--- config.mk ---
export PLATFORM = sky130hd
export DESIGN_NAME = dma_chan_ctrl
export DESIGN_NICKNAME = d
export VERILOG_FILES = /design/src/rtl/dma_chan_pkg.sv /design/src/rtl/dma_cfg_regs.sv /design/src/rtl/dma_beat_engine.sv /design/src/rtl/dma_job_queue.sv /design/src/rtl/dma_chan_ctrl.sv
export SDC_FILE = /design/constraint.sdc
export NUM_CORES = 1
export LEC_CHECK = 0
export BUFFER_PORTS_ARGS = -buffer_cell sky130_fd_sc_hd__buf_4
export CORE_ASPECT_RATIO = 1.2
export CORE_MARGIN = 2
export CORE_UTILIZATION = 30
export CTS_BUF_LIST = sky130_fd_sc_hd__clkbuf_2 sky130_fd_sc_hd__clkbuf_4 sky130_fd_sc_hd__clkbuf_8
export CTS_CLUSTER_SIZE = 8
export DETAILED_ROUTE_END_ITERATION = 8
export GPL_TIMING_DRIVEN = 0
export PLACE_DENSITY = 0.56
export SLEW_MARGIN = 20
export SYNTH_ARGS = -nofsm -noshare
export SYNTH_HDL_FRONTEND = slang
export SYNTH_SLANG_ARGS = --single-unit
--- constraint.sdc ---
create_clock -name clk_i -period 5.46 [get_ports clk_i]
set_input_delay 1.092 -clock clk_i [delete_from_list [all_inputs] [get_ports clk_i]]
set_output_delay 1.092 -clock clk_i [all_outputs]
set_load 0.01 [all_outputs]
--- src/rtl/dma_chan_pkg.sv ---
package dma_chan_pkg;

  typedef enum logic [1:0] {
    ES_B8  = 2'b00,
    ES_B16 = 2'b01,
    ES_B32 = 2'b10,
    ES_ALT = 2'b11
  } elem_e;

  typedef enum logic [1:0] {
    RO_ADDR = 2'd0,
    RO_SIZE = 2'd1,
    RO_CTRL = 2'd2,
    RO_NONE = 2'd3
  } reg_off_e;

  localparam int unsigned CB_REPEAT = 0;
  localparam int unsigned CB_ES_LO  = 1;
  localparam int unsigned CB_GO     = 4;
  localparam int unsigned CB_CLR    = 5;

  function automatic logic [2:0] elem_step(logic [1:0] es);
    case (es)
      ES_B8:   return 3'd1;
      ES_B16:  return 3'd2;
      default: return 3'd4;
    endcase
  endfunction

endpackage

--- src/rtl/dma_cfg_regs.sv ---
module dma_cfg_regs
  import dma_chan_pkg::*;
#(
  parameter int unsigned ADDR_W = 16,
  parameter int unsigned SIZE_W = 17
) (
  input  logic              clk_i,
  input  logic              rst_ni,
  input  logic              req_i,
  input  logic              we_i,
  input  logic [1:0]        off_i,
  input  logic [31:0]       wdata_i,
  input  logic              busy_i,
  input  logic              pend_i,
  output logic [31:0]       rdata_o,
  output logic              enq_o,
  output logic              clr_o,
  output logic [ADDR_W-1:0] job_addr_o,
  output logic [SIZE_W-1:0] job_size_o,
  output logic [1:0]        job_es_o,
  output logic              job_rpt_o
);

  logic [ADDR_W-1:0] st_addr;
  logic [SIZE_W-1:0] st_size;
  logic [1:0]        st_es;
  logic              st_rpt;
  logic              wr_addr, wr_size, wr_ctrl;
  logic              unused_w;

  assign unused_w = ^wdata_i[31:SIZE_W];

  assign wr_addr = req_i && we_i && (off_i == RO_ADDR);
  assign wr_size = req_i && we_i && (off_i == RO_SIZE);
  assign wr_ctrl = req_i && we_i && (off_i == RO_CTRL);

  always_ff @(posedge clk_i or negedge rst_ni) begin
    if (!rst_ni) begin
      st_addr <= '0;
      st_size <= '0;
      st_es   <= '0;
      st_rpt  <= 1'b0;
    end else begin
      if (wr_addr) st_addr <= wdata_i[ADDR_W-1:0];
      if (wr_size) st_size <= wdata_i[SIZE_W-1:0];
      if (wr_ctrl) begin
        st_rpt <= wdata_i[CB_REPEAT];
        st_es  <= wdata_i[CB_ES_LO+1:CB_ES_LO];
      end
    end
  end

  // commit uses the freshly written mode bits with the staged address/count
  assign clr_o      = wr_ctrl && wdata_i[CB_CLR];
  assign enq_o      = wr_ctrl && wdata_i[CB_GO] && !wdata_i[CB_CLR] && (st_size != '0);
  assign job_addr_o = st_addr;
  assign job_size_o = st_size;
  assign job_es_o   = wdata_i[CB_ES_LO+1:CB_ES_LO];
  assign job_rpt_o  = wdata_i[CB_REPEAT];

  always_comb begin
    rdata_o = '0;
    case (off_i)
      RO_ADDR: rdata_o[ADDR_W-1:0] = st_addr;
      RO_SIZE: rdata_o[SIZE_W-1:0] = st_size;
      RO_CTRL: begin
        rdata_o[CB_REPEAT]             = st_rpt;
        rdata_o[CB_ES_LO+1:CB_ES_LO]   = st_es;
        rdata_o[CB_GO]                 = busy_i;
        rdata_o[CB_CLR]                = pend_i;
      end
      default: rdata_o = '0;
    endcase
  end

  a_r1_size_keeps_addr: assert property (@(posedge clk_i) disable iff (!rst_ni)
    (wr_size || wr_ctrl) |=> st_addr == $past(st_addr));

  a_r3_zero_count_dropped: assert property (@(posedge clk_i) disable iff (!rst_ni)
    (st_size == '0) |-> !enq_o);

endmodule

--- src/rtl/dma_beat_engine.sv ---
module dma_beat_engine
  import dma_chan_pkg::*;
#(
  parameter int unsigned ADDR_W = 16,
  parameter int unsigned SIZE_W = 17
) (
  input  logic              act_v_i,
  input  logic              ready_i,
  input  logic [1:0]        es_i,
  input  logic [ADDR_W-1:0] cur_addr_i,
  input  logic [SIZE_W-1:0] rem_i,
  output logic              fire_o,
  output logic              last_o,
  output logic [ADDR_W-1:0] nxt_addr_o,
  output logic [SIZE_W-1:0] nxt_rem_o
);

  logic [2:0] step;

  assign step       = elem_step(es_i);
  assign fire_o     = act_v_i && ready_i;
  assign last_o     = rem_i <= SIZE_W'(step);
  assign nxt_addr_o = cur_addr_i + ADDR_W'(step);
  assign nxt_rem_o  = rem_i - SIZE_W'(step);

endmodule

--- src/rtl/dma_job_queue.sv ---
module dma_job_queue #(
  parameter int unsigned ADDR_W = 16,
  parameter int unsigned SIZE_W = 17
) (
  input  logic              clk_i,
  input  logic              rst_ni,
  input  logic              enq_i,
  input  logic              clr_i,
  input  logic [ADDR_W-1:0] job_addr_i,
  input  logic [SIZE_W-1:0] job_size_i,
  input  logic [1:0]        job_es_i,
  input  logic              job_rpt_i,
  input  logic              fire_i,
  input  logic              last_i,
  input  logic [ADDR_W-1:0] nxt_addr_i,
  input  logic [SIZE_W-1:0] nxt_rem_i,
  output logic              act_v_o,
  output logic              sh_v_o,
  output logic [ADDR_W-1:0] cur_addr_o,
  output logic [SIZE_W-1:0] rem_o,
  output logic [1:0]        es_o,
  output logic              done_o
);

  // running slot
  logic              act_v, n_act_v;
  logic [ADDR_W-1:0] act_a0, n_act_a0, cur_a, n_cur_a;
  logic [SIZE_W-1:0] act_s0, n_act_s0, rem, n_rem;
  logic [1:0]        act_es, n_act_es;
  logic              act_rpt, n_act_rpt;
  // waiting slot
  logic              sh_v, n_sh_v;
  logic [ADDR_W-1:0] sh_a, n_sh_a;
  logic [SIZE_W-1:0] sh_s, n_sh_s;
  logic [1:0]        sh_es, n_sh_es;
  logic              sh_rpt, n_sh_rpt;

  logic              finish;

  assign finish = fire_i && last_i;

  // order within a cycle: completion, then enqueue, then clear
  always_comb begin
    n_act_v = act_v;  n_act_a0 = act_a0; n_act_s0 = act_s0;
    n_cur_a = cur_a;  n_rem = rem;       n_act_es = act_es; n_act_rpt = act_rpt;
    n_sh_v  = sh_v;   n_sh_a = sh_a;     n_sh_s = sh_s;
    n_sh_es = sh_es;  n_sh_rpt = sh_rpt;

    if (fire_i) begin
      if (last_i) begin
        if (sh_v) begin
          n_act_a0  = sh_a;  n_cur_a = sh_a;
          n_act_s0  = sh_s;  n_rem   = sh_s;
          n_act_es  = sh_es; n_act_rpt = sh_rpt;
          n_sh_v    = 1'b0;
        end else if (act_rpt) begin
          n_cur_a = act_a0;
          n_rem   = act_s0;
        end else begin
          n_act_v = 1'b0;
        end
      end else begin
        n_cur_a = nxt_addr_i;
        n_rem   = nxt_rem_i;
      end
    end

    if (enq_i) begin
      if (!n_act_v) begin
        n_act_v   = 1'b1;
        n_act_a0  = job_addr_i; n_cur_a = job_addr_i;
        n_act_s0  = job_size_i; n_rem   = job_size_i;
        n_act_es  = job_es_i;   n_act_rpt = job_rpt_i;
      end else if (!n_sh_v) begin
        n_sh_v   = 1'b1;
        n_sh_a   = job_addr_i;
        n_sh_s   = job_size_i;
        n_sh_es  = job_es_i;
        n_sh_rpt = job_rpt_i;
      end
    end

    if (clr_i) begin
      n_act_v = 1'b0;
      n_sh_v  = 1'b0;
    end
  end

  always_ff @(posedge clk_i or negedge rst_ni) begin
    if (!rst_ni) begin
      act_v <= 1'b0; act_a0 <= '0; act_s0 <= '0; cur_a <= '0; rem <= '0;
      act_es <= '0;  act_rpt <= 1'b0;
      sh_v <= 1'b0;  sh_a <= '0;   sh_s <= '0;   sh_es <= '0; sh_rpt <= 1'b0;
    end else begin
      act_v <= n_act_v; act_a0 <= n_act_a0; act_s0 <= n_act_s0;
      cur_a <= n_cur_a; rem <= n_rem; act_es <= n_act_es; act_rpt <= n_act_rpt;
      sh_v <= n_sh_v;   sh_a <= n_sh_a; sh_s <= n_sh_s;
      sh_es <= n_sh_es; sh_rpt <= n_sh_rpt;
    end
  end

  assign act_v_o    = act_v;
  assign sh_v_o     = sh_v;
  assign cur_addr_o = cur_a;
  assign rem_o      = rem;
  assign es_o       = act_es;
  assign done_o     = finish && !clr_i;

  a_r2_pend_implies_busy: assert property (@(posedge clk_i) disable iff (!rst_ni)
    sh_v |-> act_v);

  a_r3_idle_commit_starts: assert property (@(posedge clk_i) disable iff (!rst_ni)
    (enq_i && !act_v && !clr_i) |=> act_v && cur_a == $past(job_addr_i));

  a_r5_running_count_nonzero: assert property (@(posedge clk_i) disable iff (!rst_ni)
    act_v |-> rem != '0);

  a_r6_promote_no_gap: assert property (@(posedge clk_i) disable iff (!rst_ni)
    (finish && sh_v && !clr_i) |=> act_v && cur_a == $past(sh_a) && rem == $past(sh_s));

  a_r7_repeat_reload: assert property (@(posedge clk_i) disable iff (!rst_ni)
    (finish && act_rpt && !sh_v && !clr_i) |=> act_v && cur_a == $past(act_a0) && rem == $past(act_s0));

  a_r8_full_ignored: assert property (@(posedge clk_i) disable iff (!rst_ni)
    (enq_i && act_v && sh_v && !finish && !clr_i) |=> sh_a == $past(sh_a) && sh_s == $past(sh_s) && sh_v);

  a_r9_clear_empties: assert property (@(posedge clk_i) disable iff (!rst_ni)
    clr_i |=> !act_v && !sh_v);

endmodule

--- src/rtl/dma_chan_ctrl.sv ---
module dma_chan_ctrl
  import dma_chan_pkg::*;
#(
  parameter int unsigned ADDR_W = 16,
  parameter int unsigned SIZE_W = 17
) (
  input  logic              clk_i,
  input  logic              rst_ni,
  input  logic              reg_req_i,
  input  logic              reg_we_i,
  input  logic [1:0]        reg_off_i,
  input  logic [31:0]       reg_wdata_i,
  output logic [31:0]       reg_rdata_o,
  input  logic              beat_ready_i,
  output logic              beat_valid_o,
  output logic [ADDR_W-1:0] beat_addr_o,
  output logic [1:0]        beat_esize_o,
  output logic              done_o
);

  logic              enq, clr, act_v, sh_v, fire, last;
  logic [ADDR_W-1:0] job_addr, cur_addr, nxt_addr;
  logic [SIZE_W-1:0] job_size, rem, nxt_rem;
  logic [1:0]        job_es, act_es;
  logic              job_rpt;

  dma_cfg_regs #(.ADDR_W(ADDR_W), .SIZE_W(SIZE_W)) u_regs (
    .clk_i      (clk_i),
    .rst_ni     (rst_ni),
    .req_i      (reg_req_i),
    .we_i       (reg_we_i),
    .off_i      (reg_off_i),
    .wdata_i    (reg_wdata_i),
    .busy_i     (act_v),
    .pend_i     (sh_v),
    .rdata_o    (reg_rdata_o),
    .enq_o      (enq),
    .clr_o      (clr),
    .job_addr_o (job_addr),
    .job_size_o (job_size),
    .job_es_o   (job_es),
    .job_rpt_o  (job_rpt)
  );

  dma_job_queue #(.ADDR_W(ADDR_W), .SIZE_W(SIZE_W)) u_queue (
    .clk_i      (clk_i),
    .rst_ni     (rst_ni),
    .enq_i      (enq),
    .clr_i      (clr),
    .job_addr_i (job_addr),
    .job_size_i (job_size),
    .job_es_i   (job_es),
    .job_rpt_i  (job_rpt),
    .fire_i     (fire),
    .last_i     (last),
    .nxt_addr_i (nxt_addr),
    .nxt_rem_i  (nxt_rem),
    .act_v_o    (act_v),
    .sh_v_o     (sh_v),
    .cur_addr_o (cur_addr),
    .rem_o      (rem),
    .es_o       (act_es),
    .done_o     (done_o)
  );

  dma_beat_engine #(.ADDR_W(ADDR_W), .SIZE_W(SIZE_W)) u_engine (
    .act_v_i    (act_v),
    .ready_i    (beat_ready_i),
    .es_i       (act_es),
    .cur_addr_i (cur_addr),
    .rem_i      (rem),
    .fire_o     (fire),
    .last_o     (last),
    .nxt_addr_o (nxt_addr),
    .nxt_rem_o  (nxt_rem)
  );

  assign beat_valid_o = act_v;
  assign beat_addr_o  = cur_addr;
  assign beat_esize_o = act_es;

  a_r4_addr_steps: assert property (@(posedge clk_i) disable iff (!rst_ni)
    (fire && !last && !clr) |=> beat_valid_o && beat_addr_o == $past(beat_addr_o) + ADDR_W'(elem_step($past(act_es))));

  a_r4_stall_holds: assert property (@(posedge clk_i) disable iff (!rst_ni)
    (beat_valid_o && !beat_ready_i && !clr) |=> beat_valid_o && $stable(beat_addr_o));

  a_r5_done_needs_beat: assert property (@(posedge clk_i) disable iff (!rst_ni)
    done_o |-> beat_valid_o && beat_ready_i);

endmodule

# Yosys cells after proc, flatten, opt, wreduce, memory -nomap -nowiden
# Index checks and enable logic that the tools add are counted.
# classes
n_addsub	2
order_cmp	1
n_eq_ne	3
mux	49
bitwise	1
n_reduce_logical	17
# ops
op	count
17-bit 2-to-1 mux	11
16-bit 2-to-1 mux	11
10-bit case mux with 2 select lines	1
17-bit by 3-bit less-or-equal comparator with 1-bit output	1
1-bit 2-to-1 mux	17
17-bit nonzero test	1
17-bit by 3-bit subtractor with 17-bit output	1
16-bit by 3-bit adder with 16-bit output	1
1-bit logical AND	11
2-bit 2-to-1 mux	5
3-bit case mux with 3 select lines	1
2-bit case mux with 3 select lines	1
3-bit case mux with 2 select lines	1
2-bit by 1-bit == test with 1-bit output, second input constant	2
2-bit logical NOT	2
3-bit AND reduction	1
2-bit == test, second input constant	1
1-bit logical NOT	2
1-bit case mux with 2 select lines	1
1-bit inverter	1
# word_totals
ff_bits	143
in_bits	39

# Logic depth before layout (Yosys ltp)
# Gate-level depths: netlist (run 1).
# logic_depth
depth_word	8
depth_mapped	12

# Hierarchy
# A second synthesis (run 1) with hierarchy kept.
# hier_totals
hier_cells	762
hier_area_um2	8403.1
# by_module_without_submodules
module	n_inst	cells_per_inst	area_per_inst_um2	seq_area_each_um2
dma_job_queue	1	505	5733.0	2677.6
dma_cfg_regs	1	153	1908.1	900.9
dma_beat_engine	1	104	762.0	0.0

# Least setup slack after synthesis (run 1)
# Ideal clock, no wire load.
# synth_path
kind	register to output
from	register u_queue.act_es[1] (netlist: u_queue.es_o[1])
to	output port done_o
t_arrival_ns	2.558
required_ns	4.368
slack_ns	1.810
path_stages_with_launch	9
path_cell_list	dfrtp_1 -> inv_1 -> nand2_1 -> ha_1 -> nor2b_1 -> o21a_1 -> o31ai_1 -> nand2_1 -> nor3_1
# synth_via
elab_chain_len	5
# synth_lines
item	line_no	text
start: declaration	dma_job_queue.sv:29	logic [1:0] act_es, n_act_es;
start signal: assignment	dma_job_queue.sv:96	cur_a <= n_cur_a; rem <= n_rem; act_es <= n_act_es; act_rpt <= n_act_rpt;
2-bit by 1-bit == test with 1-bit output or 2-bit logical NOT (tied branches)	dma_chan_pkg.sv:23	case (es)
3-bit case mux with 2 select lines *	dma_chan_pkg.sv:23	
17-bit by 3-bit less-or-equal comparator with 1-bit output *	dma_beat_engine.sv:22	assign last_o = rem_i <= SIZE_W'(step);
1-bit logical AND *	dma_job_queue.sv:40	assign finish = fire_i && last_i;
1-bit logical AND *	dma_job_queue.sv:107	assign done_o = finish && !clr_i;
end: declaration	dma_chan_ctrl.sv:18	output logic done_o
# Every way passes the cells marked *; elsewhere a longest branch is shown, timed or not.

# Worst setup path in the final report (run 1)
# Ends and elaborated chain as after synthesis.

==> results of run 1 <==
where the power goes:
group | switching [uW] | leakage [uW] | total, uW | internal (uW)
registers | 337 | 0.00183 | 1660 | 1320
logic | 847 | 0.00193 | 1410 | 565
clock network | 439 | 0.000203 | 878 | 439
total | 1620 | 0.00396 | 3950 | 2320
registers in the layout, summed over array words and instances (netlist names), 2 cells and up:
register,flops
u_regs.job_size_o,17
u_queue.act_a0,16
u_queue.act_s0,17
u_queue.sh_s,17
u_queue.cur_addr_o,16
u_queue.sh_a,16
u_queue.rem_o,17
u_queue.sh_es,2
u_queue.es_o,2
u_regs.job_addr_o,16
u_regs.st_es,2
layer usage:
layer | routed length (um) | global-route usage, % | vias up
met2 | 13000 | 32.1 | 352
met3 | 1750 | 2.77 | 65
met4 | 983 | 9.35 | 0
met1 | 12200 | 26.8 | 3499
li1 | - | - | 3190
met5 | 0 | 0 | -
cells in the mapped netlist, types with 6 or more instances:
| library cell | instances | area [um2] |
|---|---|---|
| o21ai_1 | 10 | 50.1 |
| a21oi_1 | 40 | 200 |
| nand2_1 | 74 | 278 |
| mux2i_1 | 71 | 711 |
| a211oi_1 | 10 | 75.1 |
| o31ai_1 | 11 | 82.6 |
| a31oi_1 | 32 | 200 |
| nand3_1 | 35 | 175 |
| nor4_1 | 10 | 62.6 |
| o21ai_0 | 47 | 235 |
| o211ai_1 | 11 | 82.6 |
| nor2b_1 | 7 | 43.8 |
| ha_1 | 6 | 75.1 |
| buf_4 | 17 | 128 |
| clkbuf_1 | 46 | 173 |
| o22ai_1 | 12 | 75.1 |
| mux2_2 | 74 | 833 |
| nor3_1 | 26 | 130 |
| dfrtp_1 | 143 | 3580 |
| inv_1 | 10 | 37.5 |
| nor2_1 | 43 | 161 |
per-stage QoR:
step	area (um2)	hold WS (ps)	total power, uW	util, %	cells
4_1_cts	9460	514	3930	35.8	1256
2_1_floorplan	8170	479	2460	-	830
5_1_grt	9460	529	4170	35.8	1256
3_5_place_dp	9060	495	3050	34.3	1224
6_report	9460	515	3950	35.8	1256
3_3_place_gp	9020	489	3030	34.1	1223
worst max-delay path by stage:
| stage | cells after the start | end | slack (ps) |
|---|---|---|---|
| after floorplan | 8 | done_o | 1810 |
| after global placement | 9 | done_o | 760 |
| after detailed placement | 9 | done_o | 820 |
| after CTS | 9 | done_o | 300 |
| after global routing | 9 | done_o | 90 |
| final | 9 | done_o | 240 |
final cells by class:
type / count / area, um2 / share of cell area, %
Clock buffer: 20 / 269 / 2.84
Multi-Input combinational cell: 603 / 4130 / 43.6
Tap cell: 335 / 419 / 4.43
Clock inverter: 12 / 134 / 1.42
Timing Repair Buffer: 59 / 470 / 4.97
Inverter: 10 / 37.5 / 0.397
Sequential cell: 143 / 3580 / 37.8
Buffer: 74 / 425 / 4.50
critical path, cell delays in order, from the launching register on:
cell,delay (ps)
dfrtp_1,480
inv_1,110
nand2_1,130
ha_1,320
nor2b_1,150
o21a_1,250
o31ai_1,890
nand2_1,670
nor3_1,480
buf_4,190
cell families after synthesis:
family          count (synthesis)  synth area share (%)
flops                         143                  44.1
buf+inv                        84                  5.71
simple gates                  224                  13.3
compound gates                207                  16.0
mux                           145                  19.0
other cells                     1                0.0462
fa+ha+maj                       8                  1.42
xor+xnor                        4                 0.432
==> impl_results.md, run 1 <==
* CTS buffer count at 17
* Synthesized cell area at 0.00811 mm2
* FF-to-FF Start: u_queue.es_o[1]
* Area grow syn2layout at 16.6%
* Proportion of layout cells with a drive suffix above 1 at 21.8%
* Vias per cell at 5.66
* Avg Cell Area, Syn at 9.94 um2
* Cts repair resizes at 0
* Cts hold-fix bufs at 0
* Slew Viols, Final at 0
* Routed vias at 7,106
* Reg-to-reg setup timing slack at 1550 ps
* Ant. Diodes at 0
* H-tree depth at 4
* RSZ-0062 raised after global routing: no
* CTS sink count at 143
* Cells after Synth at 816
* Vias in the first global route at 7,110
* GP Congestion at 0.935
* Die footprint at 0.0284 mm2
* Die span in x at 154 um
* Iter 0 DRT Violations at 670
* Fin crit share at 95.6%
* Number of synthesized flops with an enable pin at 0
* Root Buffer: clkbuf_8
* FF-to-FF End: u_queue.sh_v_o
* Final Setup Violations at 0
* Async S/R FF share, synth at 100%
* Clk_skew at 13.6 ps
* Worst Slack Setup Final at 243 ps
* Drt pass-1 iters at 6
* Worst rel slew slack at 26.7%
* Max-cap violations at 0
* Crit Path Max Fanout at 10
* Synth cell types at 63
* DP Worst Slack at 823 ps
* Antenna-violating nets left at 0
* Hold Vio Cnt, Final at 0
* Total Wirelength at 27,900 um
* Setup bufs post-CTS at 0
* Status: complete, no violations
* Critical Path Source Type: flip-flop
* Clock slew at reported path FFs at 80 ps
* Critical path class: flip-flop to primary output
* Largest net degree at the start of global routing at 81
* I/O pin cnt at 91
* CP Capture Type: primary output
* First-pass GRT wire length at 43,100 um
* Lkg Pwr at 0.00396 uW
* Die Span Y at 184 um
* Final min period at 5220 ps
* IO buf count at 58
* Post-synth top flop: dfrtp_1
* DRC viols at 0
* Core ar. at 0.0264 mm2
* Most frequent cells in the layout: dfrtp_1, nand2_1, buf_4, mux2_2, mux2i_1
* Final #Nets at 955
* FF-to-FF path depth at 9
* Fillers at 2,683
* Max rail drop VDD at 0.000192 V
* Synthesis-stage register bit count at 143
* Initial antenna violation count at 0
* GRT overflow at 0
* Slew @ Worst Pin at 1100 ps
* Starting Density at 30.7%
* Sequential share of the synthesized area at 44.1%
* Total track usage at 20.0%
* Hold Path Sink: u_regs.st_es[0]
* Commonest non-fill, non-tap cell in the layout: dfrtp_1
* P per Cell Area at 417 mW/mm2
* Post-DP HPWL at 19,700 um
* CTS tree: done
* Arrival @ worst endpoint at 4130 ps
* WL/cell at 22.2 um
* Hold Startpoint: u_regs.st_es[0]
* Hold depth at 1
* Hold Crit Class: flip-flop to flip-flop
* Achievable Freq at 0.192 GHz
* Ys Warns at 0
* Clock Path Buffers at 2
* Worst-skew pair later-pin latency at 460 ps
* Site Rows at 65
* Worst EP required at 4370 ps
* Final TNS setup at 0 ps
* Critical path origin: u_queue.es_o[1]
No activity file was read; power rests on OpenSTA's default activity.
==> run 2: changes to the inputs <==
--- a/config.mk
+++ b/config.mk
@@ -13,7 +13,8 @@
 export CTS_CLUSTER_SIZE = 8
 export DETAILED_ROUTE_END_ITERATION = 8
 export GPL_TIMING_DRIVEN = 0
-export PLACE_DENSITY = 0.56
+export PLACE_DENSITY = 0.52
+export SETUP_SLACK_MARGIN = 0.5
 export SLEW_MARGIN = 20
 export SYNTH_ARGS = -nofsm -noshare
 export SYNTH_HDL_FRONTEND = slang
==> run 2 against run 1 <==
Effect of this change:
- setup slack gained 460 ps
- fmax is 9.7% higher
- register-to-register slack gained 80 ps
- non-clock buffer count unchanged
- utilization up 0.10 points
- via count decreased by 0.39%
- die area unchanged
==> impl_results.md, run 2 (synthesis results as in run 1) <==
* DRC viols at 0 (unchanged)
* Final TNS setup at 0 ps (unchanged)
* Worst rel slew slack at 25.6% (was 26.7%)
* CTS sink count at 143 (unchanged)
* Switch share at 41.5% (was 41.1%)
* Status: complete, no violations (unchanged)
* Combinational group share of total power at 35.2% (was 35.8%)
* GP Congestion at 0.916 (was 0.935)
* Clk_skew at 17.3 ps (was 13.6 ps)
* Total Wirelength at 28,600 um (was 27,900 um)
* Drt pass-1 iters at 5 (was 6)
* Starting Density at 30.7% (unchanged)
* Core ar. at 0.0264 mm2 (unchanged)
* Critical path class: flip-flop to primary output (unchanged)
* Vias per cell at 5.64 (was 5.66)
* Hold Vio Cnt, Final at 0 (unchanged)
* GRT overflow at 0 (unchanged)
* WL/cell at 22.7 um (was 22.2 um)
* Root Buffer: clkbuf_8 (unchanged)
* Max rail drop VDD at 0.000166 V (was 0.000192 V)
* H-tree depth at 4 (unchanged)
* Worst EP required at 4370 ps (about the same)
* CP Capture Type: primary output (unchanged)
* Max-cap violations at 0 (unchanged)
* Iter 0 DRT Violations at 582 (was 670)
* Worst-skew pair later-pin latency at 480 ps (was 460 ps)
* Cell-internal power at 2360 uW (was 2320 uW)
* Clock Path Buffers at 2 (unchanged)
* Crit Path Max Fanout at 10 (unchanged)
* Final Setup Violations at 0 (unchanged)
* Area grow syn2layout at 16.9% (was 16.6%)
* Max incr delay on CP at 570 ps (was 890 ps)
* NetSw at 1670 uW (was 1620 uW)
* First-pass GRT wire length at 42,800 um (was 43,100 um)
* Worst Slack Setup Final at 705 ps (was 243 ps)
* Fillers at 2,686 (was 2,683)
* Clock Power Share at 23.5% (was 22.2%)
* Crit-path slowest cell: o31ai_2 (was o31ai_1)
* Proportion of layout cells with a drive suffix above 1 at 21.9% (was 21.8%)
* Fin crit share at 87.1% (was 95.6%)
* Most frequent cell on the critical path: nand2_1 (unchanged)
* Hold Crit Class: flip-flop to flip-flop (unchanged)
* Arrival @ worst endpoint at 3660 ps (was 4130 ps)
* P per Cell Area at 425 mW/mm2 (was 417 mW/mm2)
* Total track usage at 20.2% (was 20.0%)
* Largest net degree at the start of global routing at 94 (was 81)
* Most frequent cells in the layout: dfrtp_1, nand2_1, buf_4, mux2_2, mux2i_1 (unchanged)
* CTS tree: done (unchanged)
* DP Worst Slack at 955 ps (was 823 ps)
* Final min period at 4760 ps (was 5220 ps)
* Ant. Diodes at 0 (unchanged)
* Slew Viols, Final at 0 (unchanged)
* Seq pwr share at 41.2% (was 42.0%)
* Antenna-violating nets left at 0 (unchanged)
* Die footprint at 0.0284 mm2 (unchanged)
* Clock slew at reported path FFs at 90 ps (was 80 ps)
* Critical Path Source Type: flip-flop (unchanged)
* I/O pin cnt at 91 (unchanged)
* Achievable Freq at 0.210 GHz (was 0.192 GHz)
* Commonest non-fill, non-tap cell in the layout: dfrtp_1 (unchanged)
* Reg-to-reg setup timing slack at 1630 ps (was 1550 ps)
* Slew @ Worst Pin at 1120 ps (was 1100 ps)
* Die span in x at 154 um (unchanged)
* Initial antenna violation count at 0 (unchanged)
* Final #Nets at 955 (unchanged)
* Lkg Pwr at 0.00398 uW (was 0.00396 uW)
* Routed vias at 7,078 (was 7,106)
* RSZ-0062 raised after global routing: no (unchanged)
* Vias in the first global route at 6,921 (was 7,110)
* Post-DP HPWL at 20,100 um (was 19,700 um)
* Crit path cell chain: inv_1 > nand2_1 > ha_1 > nor2b_1 > o21a_1 > o31ai_2 > nand2_1 > nor3_1 > buf_4 (was inv_1 > nand2_1 > ha_1 > nor2b_1 > o21a_1 > o31ai_1 > nand2_1 > nor3_1 > buf_4)
* Site Rows at 65 (unchanged)
* CTS buffer count at 17 (unchanged)
* IO buf count at 58 (unchanged)
* Die Span Y at 184 um (unchanged)
run 2: metal layers:
| metal | vias up | track usage [%] | share of wire (%) |
|---|---|---|---|
| li1 | 3179 | - | - |
| met1 | 3525 | 26.6 | 43 |
| met2 | 311 | 32.7 | 47 |
| met3 | 63 | 3.43 | 6.4 |
| met4 | 0 | 8.86 | 3.2 |
| met5 | - | 0 | 0 |
run 2: power by group through the flow:
| stage | clock network, uW | logic [uW] | registers (uW) |
|---|---|---|---|
| finish | 948 | 1420 | 1660 |
| global route | 1000 | 1540 | 1700 |
| CTS | 954 | 1400 | 1650 |
| detailed placement | 0 | 1390 | 1670 |
| global placement | 0 | 1370 | 1670 |
| floorplan | 0 | 905 | 1560 |
run 2: final timing paths:
| kind | startpoint | end | depth (start not counted) |
|---|---|---|---|
| worst max-delay path | u_queue.es_o[1] | done_o | 9 |
| worst min-delay path | u_regs.st_es[0] | u_regs.st_es[0] | 1 |
| worst max register to register | u_queue.es_o[1] | u_queue.act_s0[8] | 11 |
| worst min register to register | u_regs.st_es[0] | u_regs.st_es[0] | 1 |
| max in group asynchronous | rst_ni | u_queue.rem_o[4] | 2 |
| min in group asynchronous | rst_ni | u_regs.st_es[0] | 1 |
run 2: timing repair:
item	CTS	global route
setup endpoints to repair	1	0
resized for setup	1	0
hold buffers	0	0
buffers inserted	0	0
run 2: critical path, delay by kind of cell, from the launching register on:
kind,cells,cell delay (ps)
buf+inv,2,300
simple gates,4,1280
compound gates,2,830
fa+ha+maj,1,320
flops,1,460
run 2: layout make-up:
class / count / area, um2 / area share, %
multi-input cells: 603 / 4130 / 43.5
flip-flops and latches: 143 / 3580 / 37.7
repair buffers: 59 / 470 / 4.96
plain buffers: 74 / 425 / 4.48
well taps: 335 / 419 / 4.42
clock buffers: 18 / 248 / 2.61
clock inverters: 14 / 178 / 1.87
inverters: 10 / 37.5 / 0.396
run 2: through the flow:
step                power, uW  util, %  hold slack, ps  cells  area [um2]
floorplan                2460        -             479    830        8170
global placement         3040     34.1             487   1223        9020
detailed placement       3060     34.3             493   1224        9060
CTS                      4010     35.9             513   1256        9490
global route             4240     35.9             527   1256        9490
finish                   4030     35.9             512   1256        9490
==> run 3: changes to the inputs <==
==> constraint.sdc (replaced) <==
create_clock -name clk_i -period 5.1 [get_ports clk_i]
set_input_delay 1.02 -clock clk_i [delete_from_list [all_inputs] [get_ports clk_i]]
set_output_delay 1.02 -clock clk_i [all_outputs]
set_load 0.01 [all_outputs]
==> run 3 against run 2 <==
Effect of this change:
- first-iteration DRC count rose by 10%
- hold slack worse by 61 ps
- clock-buffer cell count did not move
- die area stayed put
- critical endpoint unchanged
- highest routed layer unchanged
==> impl_results.md, run 3 (synthesis results as in run 1) <==
* Status: complete, no violations (unchanged)
* Clock Path Buffers at 2 (unchanged)
* Total track usage at 20.2% (unchanged)
* Clock slew at reported path FFs at 90 ps (about the same)
* Hold Crit Class: input port to asynchronous set/reset pin (was flip-flop to flip-flop)
* Post-DP HPWL at 20,100 um (unchanged)
* Vias per cell at 5.61 (was 5.64)
* Critical Path Source Type: flip-flop (unchanged)
* Crit Path Max Fanout at 10 (unchanged)
* Ant. Diodes at 0 (unchanged)
* P per Cell Area at 454 mW/mm2 (was 425 mW/mm2)
* Cts hold-fix bufs at 0 (unchanged)
* Core ar. at 0.0264 mm2 (unchanged)
* CTS sink count at 143 (unchanged)
* First-pass GRT wire length at 42,800 um (unchanged)
* Final min period at 4310 ps
* Iter 0 DRT Violations at 640 (was 582)
* Root Buffer: clkbuf_8 (unchanged)
* Achievable Freq at 0.232 GHz
* Die Span Y at 184 um (unchanged)
* FF-to-FF Start: u_queue.es_o[1] (unchanged)
* IO buf count at 58 (unchanged)
* FF-to-FF path depth at 11 (unchanged)
* Clk_skew at 16.9 ps (was 17.3 ps)
* Min Hold Slack at 450 ps (was 512 ps)
* Area grow syn2layout at 17.1% (was 16.9%)
* GP Congestion at 0.916 (unchanged)
* Post-Layout Cell Count at 1,256 (unchanged)
* Die span in x at 154 um (unchanged)
* CTS buffer count at 17 (unchanged)
* Critical path class: flip-flop to primary output (unchanged)
* I/O pin cnt at 91 (unchanged)
* Total Wirelength at 28,600 um (about the same)
* Site Rows at 65 (unchanged)
* Most frequent cells in the layout: dfrtp_1, buf_4, mux2_2 (was dfrtp_1, nand2_1, buf_4, mux2_2, mux2i_1)
* Dpl cells at 1,224 (unchanged)
* Final Setup Violations at 0 (unchanged)
* Lkg Pwr at 0.00398 uW (about the same)
* Drt pass-1 iters at 5 (unchanged)
* Routed vias at 7,047 (was 7,078)
* CP Capture Type: primary output (unchanged)
* Slew @ Worst Pin at 1120 ps (about the same)
* Critical path origin: u_queue.es_o[1] (unchanged)
* H-tree depth at 4 (unchanged)
* Fin crit share at 84.5%
* Final TNS setup at 0 ps (unchanged)
* Initial antenna violation count at 0 (unchanged)
* Hold Vio Cnt, Final at 0 (unchanged)
* Commonest non-fill, non-tap cell in the layout: dfrtp_1 (unchanged)
* Arrival @ worst endpoint at 3290 ps (was 3660 ps)
* Worst EP required at 4080 ps (was 4370 ps)
* Worst-skew pair later-pin latency at 480 ps (about the same)
* Antenna-violating nets left at 0 (unchanged)
* Worst rel slew slack at 25.1% (was 25.6%)
* Max rail drop VDD at 0.000178 V (was 0.000166 V)
* Proportion of layout cells with a drive suffix above 1 at 22.0% (was 21.9%)
* Starting Density at 30.7% (unchanged)
* Max-cap violations at 0 (unchanged)
* CTS tree: done (unchanged)
* GRT overflow at 0 (unchanged)
* Final #Nets at 955 (unchanged)
* Die footprint at 0.0284 mm2 (unchanged)
* DRC viols at 0 (unchanged)
* WL/cell at 22.8 um (was 22.7 um)
* Vias in the first global route at 6,921 (unchanged)
* RSZ-0062 raised after global routing: no (unchanged)
* Slew Viols, Final at 0 (unchanged)
* Largest net degree at the start of global routing at 94 (unchanged)
-- run 3: cell counts in the layout (fill, tap and decap cells not counted) --
Identical to the previous run, type by type.
-- run 3: per-stage QoR --
step | area [um2] | util (%) | total power (uW) | setup slack, ps
after global routing | 9500 | 35.9 | 4550 | 692
after detailed placement | 9060 | 34.3 | 3280 | 667
after global placement | 9020 | 34.1 | 3250 | 624
after floorplan | 8170 | - | 2630 | 1520
after CTS | 9490 | 35.9 | 4290 | 669
final | 9500 | 35.9 | 4310 | 788
-- run 3: metal layers --
metal / vias up / GRT usage (%) / share of wire, %
met5: - / 0 / 0
met4: 0 / 8.86 / 3.4
met3: 61 / 3.43 / 6.2
met2: 285 / 32.7 / 47
met1: 3518 / 26.6 / 43
li1: 3183 / - / -
-- run 3: final cells by class --
class / instances / area (um2)
clock buffer: 18 / 248
fill: 2687 / 16900
tap: 335 / 419
sequential: 143 / 3580
buffer: 74 / 425
multi-input combinational: 603 / 4140
inverter: 10 / 37.5
timing repair buffer: 59 / 470
clock inverter: 14 / 178
-- run 3: critical path, stage by stage, from the launching register on --
cell and delay, ps:
dfrtp_1 460, inv_1 110, nand2_1 140, ha_1 320
nor2b_1 150, o21a_1 270, o31ai_4 460, nand2_2 330
nor3_1 390, buf_4 190
-- run 3: worst paths after layout --
path / to / slack (ps)
max in group asynchronous: u_queue.rem_o[4] / 3800
hold reg to reg: u_regs.st_es[0] / 510
setup / recovery: done_o / 790
hold / removal: u_regs.st_es[0] / 450
min in group clk_i: u_regs.st_es[0] / 510
setup reg to reg: u_queue.act_s0[8] / 1220
-- run 3: timing repair --
item / in CTS / in global routing
gates cloned: 0 / 0
resized for setup: 2 / 1
buffers inserted: 0 / 0
setup endpoints to repair: 1 / 1
-- run 3: power by group --
group	switching, uW	internal (uW)	leakage [uW]
logic	918	611	0.00194
clock network	502	506	0.000215
registers	365	1410	0.00183
total	1790	2530	0.00398
